### src/rtl/fbdiv_pkg.sv
package fbdiv_pkg;

    localparam int PW = 6;

    typedef struct packed {
        logic          dual;
        logic [PW-1:0] p;
    } psc_t;

    function automatic psc_t decode_mode(input logic [2:0] code);
        psc_t r;
        r.dual = 1'b0;
        r.p    = PW'(1);
        case (code)
            3'b000: begin r.dual = 1'b0; r.p = PW'(1);  end
            3'b001: begin r.dual = 1'b0; r.p = PW'(2);  end
            3'b111: begin r.dual = 1'b0; r.p = PW'(3);  end
            3'b010: begin r.dual = 1'b1; r.p = PW'(2);  end
            3'b011: begin r.dual = 1'b1; r.p = PW'(4);  end
            3'b100: begin r.dual = 1'b1; r.p = PW'(8);  end
            3'b101: begin r.dual = 1'b1; r.p = PW'(16); end
            default: begin r.dual = 1'b1; r.p = PW'(32); end
        endcase
        return r;
    endfunction

endpackage

### src/rtl/fbdiv_decode.sv
module fbdiv_decode
    import fbdiv_pkg::*;
#(
    parameter int A_W = 6,
    parameter int B_W = 13
) (
    input  logic [2:0]     mode_i,
    input  logic [A_W-1:0] swallow_i,
    input  logic [B_W-1:0] main_i,
    input  logic           bypass_i,
    output logic           dual_o,
    output logic [PW-1:0]  p_o,
    output logic [A_W-1:0] a_eff_o,
    output logic [B_W-1:0] b_eff_o,
    output logic           bad_o
);
    localparam logic [B_W-1:0] B_MIN = B_W'(3);

    psc_t           psc;
    logic [B_W-1:0] a_wide;

    always_comb begin
        psc     = decode_mode(mode_i);
        a_wide  = {{(B_W-A_W){1'b0}}, swallow_i};
        dual_o  = psc.dual;
        p_o     = psc.p;
        a_eff_o = psc.dual ? swallow_i : '0;
        b_eff_o = bypass_i ? B_W'(1) : main_i;
        bad_o   = 1'b0;
        if (psc.dual && bypass_i)          bad_o = 1'b1;
        if (!bypass_i && main_i < B_MIN)   bad_o = 1'b1;
        if (psc.dual && a_wide > main_i)   bad_o = 1'b1;
    end

    always_comb begin
        if (bypass_i && !psc.dual) begin
            AST_BYP_UNITY: assert (b_eff_o == B_W'(1) && !bad_o);
        end
    end

endmodule

### src/rtl/fbdiv_prescale.sv
module fbdiv_prescale
    import fbdiv_pkg::*;
(
    input  logic          clk_i,
    input  logic          rst_i,
    input  logic          hold_i,
    input  logic          plus1_i,
    input  logic [PW-1:0] p_i,
    output logic          tick_o
);
    typedef struct packed {
        logic [PW-1:0] pc;
    } ps_st_t;

    ps_st_t        st_d, st_q;
    logic [PW-1:0] div;

    always_comb begin
        div    = p_i + PW'(plus1_i);
        tick_o = !hold_i && (st_q.pc == div - PW'(1));
        st_d   = st_q;
        if (hold_i || tick_o) st_d.pc = '0;
        else                  st_d.pc = st_q.pc + PW'(1);
    end

    always_ff @(posedge clk_i) begin
        if (rst_i) st_q <= '0;
        else       st_q <= st_d;
    end

    AST_PC_IN_RANGE: assert property (@(posedge clk_i) disable iff (rst_i)
        !hold_i |-> st_q.pc < div);

endmodule

### src/rtl/fbdiv_frame.sv
module fbdiv_frame
    import fbdiv_pkg::*;
#(
    parameter int A_W = 6,
    parameter int B_W = 13
) (
    input  logic           clk_i,
    input  logic           rst_i,
    input  logic           clr_i,
    input  logic           dual_i,
    input  logic [PW-1:0]  p_i,
    input  logic [A_W-1:0] a_i,
    input  logic [B_W-1:0] b_i,
    input  logic           bad_i,
    input  logic           tick_i,
    output logic           run_o,
    output logic           plus1_o,
    output logic [PW-1:0]  p_o,
    output logic           frame_end_o
);
    typedef struct packed {
        logic           run;
        logic           dual;
        logic [PW-1:0]  p;
        logic [A_W-1:0] a;
        logic [B_W-1:0] b;
        logic [A_W-1:0] acnt;
        logic [B_W-1:0] bcnt;
    } fr_st_t;

    fr_st_t st_d, st_q;

    always_comb begin
        run_o       = st_q.run;
        p_o         = st_q.p;
        plus1_o     = st_q.run && st_q.dual && (st_q.acnt < st_q.a);
        frame_end_o = !clr_i && st_q.run && tick_i && (st_q.bcnt == st_q.b - B_W'(1));
        st_d        = st_q;
        if (clr_i) begin
            st_d.run  = 1'b0;
            st_d.acnt = '0;
            st_d.bcnt = '0;
        end else if (!st_q.run || frame_end_o) begin
            st_d.run  = !bad_i;
            st_d.dual = dual_i;
            st_d.p    = p_i;
            st_d.a    = a_i;
            st_d.b    = b_i;
            st_d.acnt = '0;
            st_d.bcnt = '0;
        end else if (tick_i) begin
            st_d.bcnt = st_q.bcnt + B_W'(1);
            if (st_q.acnt < st_q.a) st_d.acnt = st_q.acnt + A_W'(1);
        end
    end

    always_ff @(posedge clk_i) begin
        if (rst_i) st_q <= '0;
        else       st_q <= st_d;
    end

    AST_SWALLOW_TRAILS: assert property (@(posedge clk_i) disable iff (rst_i)
        st_q.run |-> {{(B_W-A_W){1'b0}}, st_q.acnt} <= st_q.bcnt);
    AST_FD_NO_SWALLOW: assert property (@(posedge clk_i) disable iff (rst_i)
        (st_q.run && !st_q.dual) |-> st_q.acnt == '0);
    AST_BYP_FD_ONLY: assert property (@(posedge clk_i) disable iff (rst_i)
        (st_q.run && st_q.b == B_W'(1)) |-> !st_q.dual);
    AST_MAIN_BOUND: assert property (@(posedge clk_i) disable iff (rst_i)
        st_q.run |-> st_q.bcnt < st_q.b);

endmodule

### src/rtl/fbdiv_top.sv
module fbdiv_top
    import fbdiv_pkg::*;
#(
    parameter int A_W = 6,
    parameter int B_W = 13
) (
    input  logic           clk_i,
    input  logic           rst_i,
    input  logic           clr_all_i,
    input  logic           clr_ab_i,
    input  logic [2:0]     mode_i,
    input  logic [A_W-1:0] swallow_i,
    input  logic [B_W-1:0] main_i,
    input  logic           bypass_i,
    output logic           pulse_o,
    output logic           invalid_o
);
    typedef struct packed {
        logic pulse;
    } top_st_t;

    logic           dec_dual, dec_bad, clr, run, plus1, tick, frame_end;
    logic [PW-1:0]  dec_p, cur_p;
    logic [A_W-1:0] dec_a;
    logic [B_W-1:0] dec_b;
    top_st_t        st_d, st_q;

    fbdiv_decode #(.A_W(A_W), .B_W(B_W)) u_dec (
        .mode_i    (mode_i),
        .swallow_i (swallow_i),
        .main_i    (main_i),
        .bypass_i  (bypass_i),
        .dual_o    (dec_dual),
        .p_o       (dec_p),
        .a_eff_o   (dec_a),
        .b_eff_o   (dec_b),
        .bad_o     (dec_bad)
    );

    fbdiv_prescale u_psc (
        .clk_i   (clk_i),
        .rst_i   (rst_i),
        .hold_i  (clr || !run),
        .plus1_i (plus1),
        .p_i     (cur_p),
        .tick_o  (tick)
    );

    fbdiv_frame #(.A_W(A_W), .B_W(B_W)) u_frm (
        .clk_i       (clk_i),
        .rst_i       (rst_i),
        .clr_i       (clr),
        .dual_i      (dec_dual),
        .p_i         (dec_p),
        .a_i         (dec_a),
        .b_i         (dec_b),
        .bad_i       (dec_bad),
        .tick_i      (tick),
        .run_o       (run),
        .plus1_o     (plus1),
        .p_o         (cur_p),
        .frame_end_o (frame_end)
    );

    always_comb begin
        clr        = clr_all_i || clr_ab_i;
        st_d.pulse = frame_end;
        pulse_o    = st_q.pulse;
        invalid_o  = dec_bad;
    end

    always_ff @(posedge clk_i) begin
        if (rst_i) st_q <= '0;
        else       st_q <= st_d;
    end

    AST_IDLE_QUIET: assert property (@(posedge clk_i) disable iff (rst_i)
        !run |=> !pulse_o);
    AST_CLR_QUIET: assert property (@(posedge clk_i) disable iff (rst_i)
        (clr_all_i || clr_ab_i) |=> !pulse_o);

endmodule

### config.mk
export PLATFORM = sky130hd
export DESIGN_NAME = fbdiv_top
export DESIGN_NICKNAME = d
export VERILOG_FILES = /design/src/rtl/fbdiv_pkg.sv /design/src/rtl/fbdiv_decode.sv /design/src/rtl/fbdiv_prescale.sv /design/src/rtl/fbdiv_frame.sv /design/src/rtl/fbdiv_top.sv
export SDC_FILE = /design/constraint.sdc
export NUM_CORES = 1
export LEC_CHECK = 0
export BUFFER_PORTS_ARGS = -buffer_cell sky130_fd_sc_hd__buf_2
export CAP_MARGIN = 30
export CORE_MARGIN = 4
export CORE_UTILIZATION = 40
export CTS_CLUSTER_DIAMETER = 60
export CTS_CLUSTER_SIZE = 16
export DETAILED_ROUTE_END_ITERATION = 12
export HOLD_SLACK_MARGIN = 0.08
export PLACE_DENSITY = 0.54
export SLEW_MARGIN = 20
export SYNTH_ARGS = -nofsm -noshare
export SYNTH_HDL_FRONTEND = slang
export SYNTH_SLANG_ARGS = --single-unit
### constraint.sdc
create_clock -name clk_i -period 8.7 [get_ports clk_i]
set_input_delay 2.175 -clock clk_i [delete_from_list [all_inputs] [get_ports clk_i]]
set_output_delay 2.175 -clock clk_i [all_outputs]
set_load 0.005 [all_outputs]
**Word-level counts from Yosys, hierarchy flattened**

Index checks and enable logic that the tools add are counted.
W data, S select, Z words.

- Word-level logic and storage cells: 57
- Flip-flop bits (word level): 53
- Output and inout bits: 2
- Input port bits: 27

- Eq/ne operators: 8
- $lt $le $gt $ge: 3
- $add $sub $neg: 6
- Multiplexer cells: 6
- Bitwise logic cells: 1
- Reductions and logical operators: 24

Operators with widths:

| kind | count |
|---|---|
| $pmux W7 S7 | 1 |
| $add A13 B1 Y13 const B | 1 |
| $eq A13 B13 Y1 | 1 |
| $gt A6 B13 Y1 | 1 |
| $lt A13 B2 Y1 const B | 1 |
| $mux W13 | 1 |
| $sub A13 B1 Y13 const B | 1 |
| $add A6 B1 Y6 const B | 2 |
| $eq A3 B3 Y1 const B | 3 |
| $logic_and A1 B1 Y1 | 9 |
| $add A6 B1 Y6 | 1 |
| $eq A3 B2 Y1 const B | 2 |
| $eq A6 B6 Y1 | 1 |
| $lt A6 B6 Y1 | 1 |
| $mux W6 | 1 |
| $sub A6 B1 Y6 const B | 1 |
| $logic_not A1 Y1 | 5 |
| $logic_or A1 B1 Y1 | 4 |
| $reduce_and A2 Y1 | 2 |
| $reduce_or A2 Y1 | 2 |
| $eq A3 B1 Y1 const B | 1 |
| $logic_not A3 Y1 | 1 |
| $mux W1 | 3 |
| $reduce_or A3 Y1 | 1 |
| $not A1 Y1 | 1 |

**Depth between registers and ports, before layout**

Gate-level depths: netlist (run 1).

- Depth after elaboration: 10
- Gate-level depth with buffers: 17
- Gate-level depth less buffers: 15

**Hierarchy**

Synthesis (run 1) repeated with hierarchy kept, for this count alone.

- Cell total of the unflattened synthesis: 424
- Area total of the unflattened synthesis: 3803.6 um^2

By module, submodules not included:

| module | sequential area each (um^2) | times used | cells an instance | area an instance (um^2) |
|---|---|---|---|---|
| fbdiv_frame | 920.9 | 1 | 308 | 2904.0 |
| fbdiv_prescale | 120.1 | 1 | 50 | 471.7 |
| fbdiv_decode | 0.0 | 1 | 62 | 386.6 |
| fbdiv_top | 20.0 | 1 | 4 | 41.3 |

**Worst setup path after synthesis (run 1)**

Ideal clock, no wire load.

- Path type: input-to-output
- Start point: input port main_i[1]
- End point: output port invalid_o
- Arrival time: 3.227 ns
- Stages: 8
- Required time: 6.525 ns
- Buffers on the path: 0
- Setup slack: 3.298 ns
- Cell sequence: inv_1 -> ha_1 -> nor2b_1 -> o21ai_0 -> nand2b_1 -> a21oi_1 -> o21ai_0 -> a41o_1

- Cells in the longest elaborated chain, start to end: 4
- Elaborated cells between the ends (all ways): 6
- Those cells by class: order compare: 2; mux: 2; reduce/logical: 2

Ends and longest elaborated chain:

| element | line | source |
|---|---|---|
| start, declared | fbdiv_top.sv:13 | `input logic [B_W-1:0] main_i,` |
| $lt A13 B2 Y1 | fbdiv_decode.sv:31 | `if (!bypass_i && main_i < B_MIN) bad_o = 1'b1;` |
| $logic_and A1 B1 Y1 | fbdiv_decode.sv:31 |  |
| $mux W1 | fbdiv_decode.sv:31 |  |
| $mux W1 (*) | fbdiv_decode.sv:32 | `if (psc.dual && a_wide > main_i) bad_o = 1'b1;` |
| end, declared | fbdiv_top.sv:16 | `output logic invalid_o` |

Every way passes the cells marked *; elsewhere a longest branch is shown, timed or not.

**Final worst setup path (run 1)**

- Start point: input port main_i[8]
- End point: output port invalid_o

Same word-level chain as after synthesis.

==> run_results.csv, run 1 <==
group,metric,value,unit
timing,setup_slack,2.83,ns
floorplanning,die_width,99.7,um
critical_path,setup.worst_path.end,"invalid_o",
clock_tree,clockBufferDepth,2,
clock_tree,numCtsBuffers,5,
place,dpl_worst_slack,2.81,ns
timing,worst_pin_slew,0.815,ns
final_layout,layout-drive-gt1-share,0.125,
final_layout,nNetsFinal,451,
clock_tree,cts.htree.levels,2,
yosys,synth_fa_ha_area_frac,0.0633,
critical_path,worstPathCellList,"buf_2 -> or4_1 -> nor4_1 -> a32o_1 -> a41o_1 -> buf_2",
final_layout,area.growth.synth_to_final,9.20,%
place,dpl_cell_area,3540,um2
timing,finalSetupViolations,0,
yosys,yosys_warnings,0,
grt,grt_pass1_wl,12.3,mm
timing,drv_slew,0,
final_layout,antennaDiodeCount,0,
critical_path,cp_slowest_cell,"or4_1",
yosys,syn_inst,387,
power,leakagePower,1.50,nW
critical_path,r2r-start,"u_frm.st_q[16]",
yosys,synth.mux.area_fraction,0.0897,
grt,grt_pass1_vias,2474,
yosys,syn-num-nets,431,
critical_path,cp_data_arrival_time,3.70,ns
routing,dr_total_vias,2620,
critical_path,startpoint,"main_i[8]",
clock_tree,cts_setup_buffers,0,
floorplanning,start_util,0.411,
floorplanning,rows,33,
critical_path,end_kind,"output pin",
place,dp_hpwl,5.37,mm
grt,antenna_found_initial,0,
critical_path,slowest_delay,0.50,ns
critical_path,crit_type,"primary input to output pin",
grt,grt.total_usage,0.153,
yosys,synth-seq-cells,53,
yosys,yosysTopAreaCellShare,0.316,
yosys,synth_largest_area_cell,"dfxtp_1",
floorplanning,coreArea,8180,um2
clock_tree,clock-sinks,53,
yosys,ys_types,57,
power,power_frac_clock,0.377,
grt,gr-total-overflow,0,
critical_path,cpMostUsedCell,"buf_2",
routing,via_per_inst,5.11,
status,outcome,"finished clean",
floorplanning,dieArea,9930,um2
power,switchingPower,0.128,mW
routing,ant_nets,0,
yosys,synth_top_family_by_area,"simple AND/OR/NAND/NOR gates",
yosys,syn_area_per_cell,8.68,um2
grt,grt_max_degree,38,
routing,drc,0,
timing,rsz0062_at_grt,"false",
timing,finalSetupTns,0,ns
timing,max_freq,0.170,GHz
yosys,ys.flop_type,"dfxtp_1",
yosys,yosys.area_share.simple,0.277,
clock_tree,ctsRootBufferMaster,"clkbuf_8",
yosys,synth-compound-area-share,0.0894,
yosys,synth_area,3360,um2
yosys,synth_area_leaders,"dfxtp_1 (32%), mux2i_1 (7.7%), xnor2_1 (6.5%)",
critical_path,ff2ff_path_depth,15,
critical_path,required,6.53,ns
critical_path,r2r-end,"u_frm.p_o[0]",
power,ir_drop,0.0607,mV
clock_tree,cts_hold_buf,0,
critical_path,cp-start-kind,"primary input",
floorplanning,num_io_pins,29,
routing,drt_iter0_drc,96,
timing,fin_crit,5.87,ns
routing,drt_wl_total,7.02,mm
worst_hold_path,hold_path.class,"flip-flop to flip-flop",
timing,finalCritPeriodShare,0.675,
power,switching_share,0.244,
power,power.density,143,nW/um2
power,comb_power_share,0.143,
clock_tree,cts_resized,0,
yosys,yosysSeqAreaShare,0.316,
timing,hold_viol_final,0,
floorplanning,die-height,99.7,um
place,gp_congestion,0.774,
yosys,async_flop_share,0,
critical_path,crit_fanout,2,
yosys,synth-xor-area-share,0.112,
clock_tree,cts_tree,"yes",
yosys,synth_enable_flop_cells,0,
timing,fin_skew,0.00666,ns
job,drv_cap,0,
power,p_seq_frac,0.480,
power,p_int,0.397,mW
critical_path,r2r_slack,4.39,ns
final_layout,final_area,3670,um2
timing,slew_headroom,0.455,
power,power,0.525,mW
clock_tree,clkLatencyLatePin,0.31,ns
routing,dr.pass1.iters,4,
clock_tree,path_clk_slew,0.10,ns
routing,wl_per_cell,13.7,um
final_layout,final_util,0.449,
place,numPortBuffers,28,
## metrics by stage
step / hold slack, ns / cells
finish: 0.481 / 513
global route: 0.500 / 513
CTS: 0.488 / 513
detailed placement: 0.465 / 505
global placement: 0.463 / 505
floorplan: 0.436 / 387
## placed cells by master (no fill, tap or decap), drive strengths merged, types with 5 or more instances in the layout
master	count
nor2b	5
nand2b	28
ha	17
clkbuf	5
nor3b	5
dfxtp	53
inv	20
or3	5
nand2	33
nand4	6
nand3	22
nor3	7
buf	29
and3	6
nor2	31
mux2i	26
xnor2	25
xor2	17
a21oi	11
o21ai	8
## power by group through the flow
stage	Combinational, mW	Clock, mW	Sequential, mW
after floorplan	0.0584	0	0.256
after global placement	0.0740	0	0.258
after detailed placement	0.0753	0	0.258
after CTS	0.0756	0.207	0.252
after global routing	0.0839	0.215	0.253
final	0.0749	0.198	0.252
## critical path: cells and delay by family
kind | cells | cell delay [ns]
AND/OR/NAND/NOR | 2 | 0.89
AO/OA/AOI/OAI | 2 | 0.40
buffers and inverters | 2 | 0.23
## routing by layer
metal  part of all wire  GRT usage
met5                  0          0
met3              0.028     0.0252
met2               0.45      0.243
met4              0.012     0.0441
met1               0.51      0.213
## synth_stat cells (7+ instances only)
master / count
clkbuf_1: 12
xor2_1: 16
dfxtp_1: 53
xnor2_1: 25
nand2_1: 33
o21ai_0: 8
inv_1: 20
nor2_1: 30
nand2b_1: 28
nand3_1: 21
mux2i_1: 26
ha_1: 17
a21oi_1: 11
nor3_1: 7
## sequential cells by signal (all words and copies together), names as in the netlist
signal,cells
pulse_o,1
u_frm.p_o,6
u_frm.run_o,1
u_frm.st_q,39
u_psc.st_q,6
## cell families (layout without fill, tap and decap cells)
family,count (synthesis),in the layout
flops,53,53
simple gates,169,169
buf+inv,36,57
compound gates,41,41
mux,29,29
fa+ha+maj,17,17
xor+xnor,42,42
## worst min path at each step
stage	start	end	slack, ns	cells past startpoint
after floorplan	u_psc.st_q[0]	u_psc.st_q[0]	0.44	1
after global placement	u_frm.st_q[36]	u_frm.st_q[36]	0.46	2
after detailed placement	u_psc.st_q[0]	u_psc.st_q[0]	0.47	1
after CTS	u_frm.st_q[37]	u_frm.st_q[37]	0.49	2
after global routing	u_psc.st_q[0]	u_psc.st_q[0]	0.50	1
final	u_frm.st_q[33]	u_frm.st_q[33]	0.48	2
## layout make-up
type                    count  area [um2]
clock buffers               5        68.8
clock inverters             3        65.1
well taps                 105         131
flip-flops and latches     53        1060
fillers                   839        4510
multi-input cells         298        2120
inverters                  20        75.1
repair buffers             29         148
Power figures use the tool's default switching activity.
==> run 2, diff against run 1 <==
- ABC_AREA: unset -> 1
- PLACE_DENSITY: 0.54 -> 0.56
- clock period: 8.7 -> 4.8 ns (I/O delays scaled with it)
==> run_results.csv, run 2 <==
group,metric,value,unit
routing,drt_wl_total,8.91,mm
floorplanning,start_util,0.411,
grt,antenna_found_initial,0,
final_layout,top_register,"u_frm.st_q",
timing,hold_ws,0.467,ns
final_layout,final_cell_mix,"nand2_1 (163), inv_1 (71), nor2_1 (65), nand3_1 (62), dfxtp_1 (53)",
yosys,synthTopCellsByCount,"nand2_1 (163), inv_1 (71), nor2_1 (66)",
final_layout,final_area,3920,um2
floorplanning,num_io_pins,29,
yosys,synth_area_leaders,"dfxtp_1 (30%), nand2_1 (17%), nand3_1 (8.7%)",
timing,finalCritPeriodShare,0.816,
critical_path,cp-start-kind,"flip-flop",
timing,drv_slew,0,
grt,gr-total-overflow,0,
routing,drc,0,
critical_path,crit_fanout,26,
grt,use_met3,0.0257,
floorplanning,die_width,103,um
routing,ant_nets,0,
yosys,async_flop_share,0,
clock_tree,numCtsBuffers,5,
yosys,syn_inst,568,
routing,drt_iter0_drc,147,
critical_path,crit_type,"flip-flop to flip-flop",
timing,fin_crit,3.91,ns
final_layout,multi_input_area,2170,um2
routing,wl_per_cell,12.7,um
yosys,yosysMostFrequentCell,"nand2_1",
status,outcome,"finished clean",
yosys,syn-num-nets,612,
grt,grt_pass1_wl,15.3,mm
yosys,yosys_warnings,0,
clock_tree,clock-sinks,53,
floorplanning,dieArea,10500,um2
power,leakagePower,1.76,nW
final_layout,antennaDiodeCount,0,
place,numPortBuffers,28,
final_layout,area.growth.synth_to_final,9.33,%
floorplanning,rows,34,
timing,max_freq,0.255,GHz
place,dpl_cell_area,3800,um2
critical_path,required,5.06,ns
clock_tree,cts.htree.levels,2,
timing,rsz0062_at_grt,"false",
place,dp_hpwl,6.93,mm
yosys,ys_types,31,
worst_hold_path,hold_path.class,"flip-flop to flip-flop",
timing,finalSetupTns,0,ns
floorplanning,coreArea,8720,um2
yosys,synth_area,3580,um2
timing,hold_viol_final,0,
timing,worst_pin_slew,0.524,ns
routing,dr.pass1.iters,4,
clock_tree,path_clk_slew,0.10,ns
clock_tree,cts_resized,0,
power,power.density,251,nW/um2
grt,grt_pass1_vias,3324,
clock_tree,ctsRootBufferMaster,"clkbuf_8",
grt,grt.total_usage,0.181,
final_layout,nNetsFinal,635,
grt,use_met2,0.293,
final_layout,seqCellArea,1060,um2
power,ir_drop,0.118,mV
floorplanning,die-height,103,um
final_layout,largest_reg_flops,39,
final_layout,fill_cells,951,
routing,dr_total_vias,3431,
job,drv_cap,0,
timing,fin_skew,0.00473,ns
yosys,synth_enable_flop_cells,0,
place,gp_congestion,0.898,
final_layout,layout-drive-gt1-share,0.0929,
timing,slew_headroom,0.649,
grt,grt.busiest_layer,"met2",
yosys,synth-seq-cells,53,
routing,via_per_inst,4.90,
clock_tree,clkLatencyLatePin,0.31,ns
final_layout,final_common_cell,"nand2_1",
critical_path,cp_data_arrival_time,4.17,ns
clock_tree,clockBufferDepth,2,
yosys,yosysSeqAreaShare,0.296,
clock_tree,cts_hold_buf,0,
yosys,syn_area_per_cell,6.31,um2
grt,grt_max_degree,40,
clock_tree,cts_setup_buffers,0,
yosys,yosysTopAreaCellShare,0.296,
timing,finalSetupViolations,0,
yosys,synth_largest_area_cell,"dfxtp_1",
yosys,ys.flop_type,"dfxtp_1",
clock_tree,cts_tree,"yes",
power,power,0.984,mW
critical_path,end_kind,"flip-flop",
grt,grtUsageMet1,0.251,
[run 2: area by class of cell]
class                           instances  area share
Multi-Input combinational cell        428       0.554
Sequential cell                        53       0.271
Inverter                               71      0.0681
Timing Repair Buffer                   32      0.0435
Tap cell                              108      0.0345
Clock buffer                            5      0.0176
Clock inverter                          3      0.0112
[run 2: worst paths after layout]
kind         cells past startpoint  slack (ns)           start             end
max                             19        0.89  u_frm.st_q[37]    u_frm.p_o[3]
min                              2        0.47  u_frm.st_q[36]  u_frm.st_q[36]
max reg2reg                     19        0.89  u_frm.st_q[37]    u_frm.p_o[3]
min reg2reg                      2        0.47  u_frm.st_q[36]  u_frm.st_q[36]
[run 2: logic make-up (layout without fill, tap and decap cells)]
group                    Yosys count  after routing  synth area share
flip-flops                        53             53             0.296
adder cells (fa/ha/maj)           17             17            0.0594
XOR/XNOR                          24             24            0.0587
AO/OA/AOI/OAI                     53             53            0.0768
AND/OR/NAND/NOR                  334            334             0.410
buffers and inverters             87            111            0.0985
[run 2: power by group]
part | internal, mW | leakage, nW | switching (mW)
Sequential | 0.452 | 0.431 | 0.0116
Clock | 0.157 | 0.0585 | 0.160
Combinational | 0.0734 | 1.27 | 0.130
Total | 0.683 | 1.76 | 0.301
[run 2: stage by stage]
step / util / cells / setup slack, ns
floorplan: - / 568 / 1.40
global placement: 0.436 / 692 / 0.959
detailed placement: 0.436 / 692 / 0.876
CTS: 0.449 / 700 / 0.853
global route: 0.449 / 700 / 0.498
finish: 0.449 / 700 / 0.885
[run 2: layer usage]
metal / vias to the layer above / routed length [um]
li1: 1860 / -
met1: 1502 / 4490
met2: 64 / 3980
met3: 5 / 354
met4: 0 / 86
met5: - / 0
[run 2: critical path, stage by stage (launching register included)]
cell and delay (ns):
dfxtp_1 0.36, inv_1 0.05, ha_1 0.28, a21oi_1 0.16
o21ai_0 0.10, a21oi_1 0.43, nand3_1 0.19, ha_1 0.28
ha_1 0.30, xor2_1 0.14, nand2_1 0.08, nor2_2 0.11
nand3_2 0.11, nor3_4 0.16, nand3_2 0.12, nand2_2 0.38
nand2_2 0.32, nand2_1 0.15, nand2_1 0.05, nor2_1 0.07
==> run 3, diff against run 2 <==
- ABC_AREA: 1 -> 0
- clock period: 4.8 -> 3.1 ns (I/O delays scaled with it)
==> run_results.csv, run 3 (synthesis results as in run 1) <==
group,metric,value,unit
job,drv_cap,0,
routing,drt_wl_total,8.25,mm
worst_hold_path,worstHoldStart,"u_psc.st_q[0]",
floorplanning,rows,33,
clock_tree,clock-sinks,53,
critical_path,slowest_delay,0.51,ns
timing,finalSetupViolations,47,
critical_path,cp_slowest_cell,"or4b_4",
timing,fin_skew,0.00883,ns
routing,drt_iter0_drc,56,
power,power,1.46,mW
grt,grt.total_usage,0.172,
timing,slew_headroom,0.513,
critical_path,cpMostUsedCell,"ha_4",
routing,ant_nets,0,
clock_tree,numCtsBuffers,5,
power,ir_drop,0.199,mV
critical_path,end_kind,"flip-flop",
timing,drv_slew,0,
critical_path,crit_fanout,6,
grt,grt_pass1_vias,2752,
clock_tree,cts.htree.levels,2,
final_layout,layout-drive-gt1-share,0.239,
critical_path,worstPathCellList,"inv_2 -> ha_4 -> a21oi_2 -> o21ai_4 -> a31oi_4 -> nand3_2 -> ha_4 -> or2b_1 -> or4b_4 -> a211oi_4 -> nand4_1 -> or4_4 -> a211o_4 -> mux2_4",
timing,hold_viol_final,0,
power,p_int,1.07,mW
final_layout,final_util,0.505,
power,comb_power_share,0.181,
floorplanning,die_width,99.7,um
status,outcome,"complete, but fails checks",
timing,fin_crit,3.63,ns
routing,drc,0,
floorplanning,dieArea,9930,um2
power,power_frac_clock,0.333,
critical_path,required,3.31,ns
grt,gr-total-overflow,0,
final_layout,fin_cells,541,
power,switching_share,0.267,
final_layout,final_area,4130,um2
final_layout,nNetsFinal,479,
routing,dr_total_vias,2767,
critical_path,cp_data_arrival_time,3.84,ns
place,gp_congestion,0.765,
floorplanning,num_io_pins,29,
clock_tree,clkLatencyLatePin,0.31,ns
floorplanning,die-height,99.7,um
routing,wl_per_cell,15.2,um
timing,finalCritPeriodShare,1.17,
place,numPortBuffers,28,
grt,antenna_found_initial,0,
critical_path,startpoint,"u_frm.st_q[33]",
grt,grt_pass1_wl,13.6,mm
worst_hold_path,hold_path.class,"flip-flop to flip-flop",
place,dpl_cell_area,3750,um2
final_layout,final_common_cell,"dfxtp_1",
timing,max_freq,0.275,GHz
final_layout,area.growth.synth_to_final,22.8,%
clock_tree,clockBufferDepth,2,
timing,setup_slack,-0.532,ns
grt,grt_max_degree,38,
final_layout,top_register,"u_frm.st_q",
critical_path,cp-start-kind,"flip-flop",
floorplanning,coreArea,8180,um2
status,violations,"negative setup slack",
clock_tree,ctsRootBufferMaster,"clkbuf_8",
critical_path,r2r-start,"u_frm.st_q[33]",
final_layout,antennaDiodeCount,0,
place,dp_hpwl,6.19,mm
critical_path,crit_type,"flip-flop to flip-flop",
routing,via_per_inst,5.11,
timing,rsz0062_at_grt,"true",
timing,worst_pin_slew,0.728,ns
power,switchingPower,0.390,mW
place,dp.cells,526,
floorplanning,start_util,0.411,
power,power.density,353,nW/um2
routing,dr.pass1.iters,4,
final_layout,largest_reg_flops,39,
final_layout,final_cell_mix,"dfxtp_1 (49), nand2_1 (32), nor2_1 (29), nand2b_1 (28), buf_2 (28)",
power,leakagePower,1.70,nW
clock_tree,path_clk_slew,0.10,ns
clock_tree,cts_tree,"yes",
timing,finalSetupTns,-20.39,ns
power,p_seq_frac,0.486,
## run 3: worst paths after layout
check / endpoint / slack, ns / cells past startpoint
worst max-delay path: u_frm.st_q[44] / -0.53 / 14
worst min register to register: u_psc.st_q[0] / 0.48 / 1
worst max register to register: u_frm.st_q[44] / -0.53 / 14
worst min-delay path: u_psc.st_q[0] / 0.48 / 1
## run 3: worst max-delay path: cells and delay by family (launching register included)
family	cells	cell delay, ns
AND/OR/NAND/NOR	5	1.45
buffers and inverters	1	0.04
multiplexers	1	0.31
adder cells (fa/ha/maj)	2	0.40
AO/OA/AOI/OAI	5	0.99
flip-flops	1	0.35
## run 3: power groups by stage
| stage | registers [mW] | clock network, mW | logic (mW) |
|---|---|---|---|
| 2_1_floorplan | 0.719 | 0 | 0.170 |
| 3_5_place_dp | 0.723 | 0 | 0.239 |
| 4_1_cts | 0.708 | 0.497 | 0.254 |
| 6_report | 0.708 | 0.486 | 0.264 |
| 5_1_grt | 0.710 | 0.525 | 0.291 |
| 3_3_place_gp | 0.723 | 0 | 0.238 |
## run 3: metrics by stage
| stage | hold WS [ns] | setup slack (ns) |
|---|---|---|
| floorplan | 0.436 | -0.465 |
| CTS | 0.483 | -0.493 |
| detailed placement | 0.455 | -0.607 |
| finish | 0.484 | -0.532 |
| global placement | 0.454 | -0.499 |
| global route | 0.524 | -0.641 |
## run 3: final cells by class
type | instances | area [um2]
Multi-Input combinational cell | 298 | 2280
Sequential cell | 53 | 1070
Clock buffer | 6 | 72.6
Tap cell | 105 | 131
Fill cell | 795 | 4050
Timing Repair Buffer | 57 | 465
Clock inverter | 2 | 38.8
Inverter | 20 | 75.1
## run 3: what timing repair did
action,in CTS,in global routing
hold buffers,0,0
setup buffers,4,0
pin swaps,2,2
cloned,2,1
resized for setup,22,7
setup endpoints to repair,47,54
## run 3: metal layers
layer	up-vias	part of all wire	GRT usage
met1	1299	0.48	0.229
li1	1437	-	-
met5	-	0	0
met4	0	0.0079	0.0410
met3	7	0.018	0.0259
met2	24	0.49	0.293
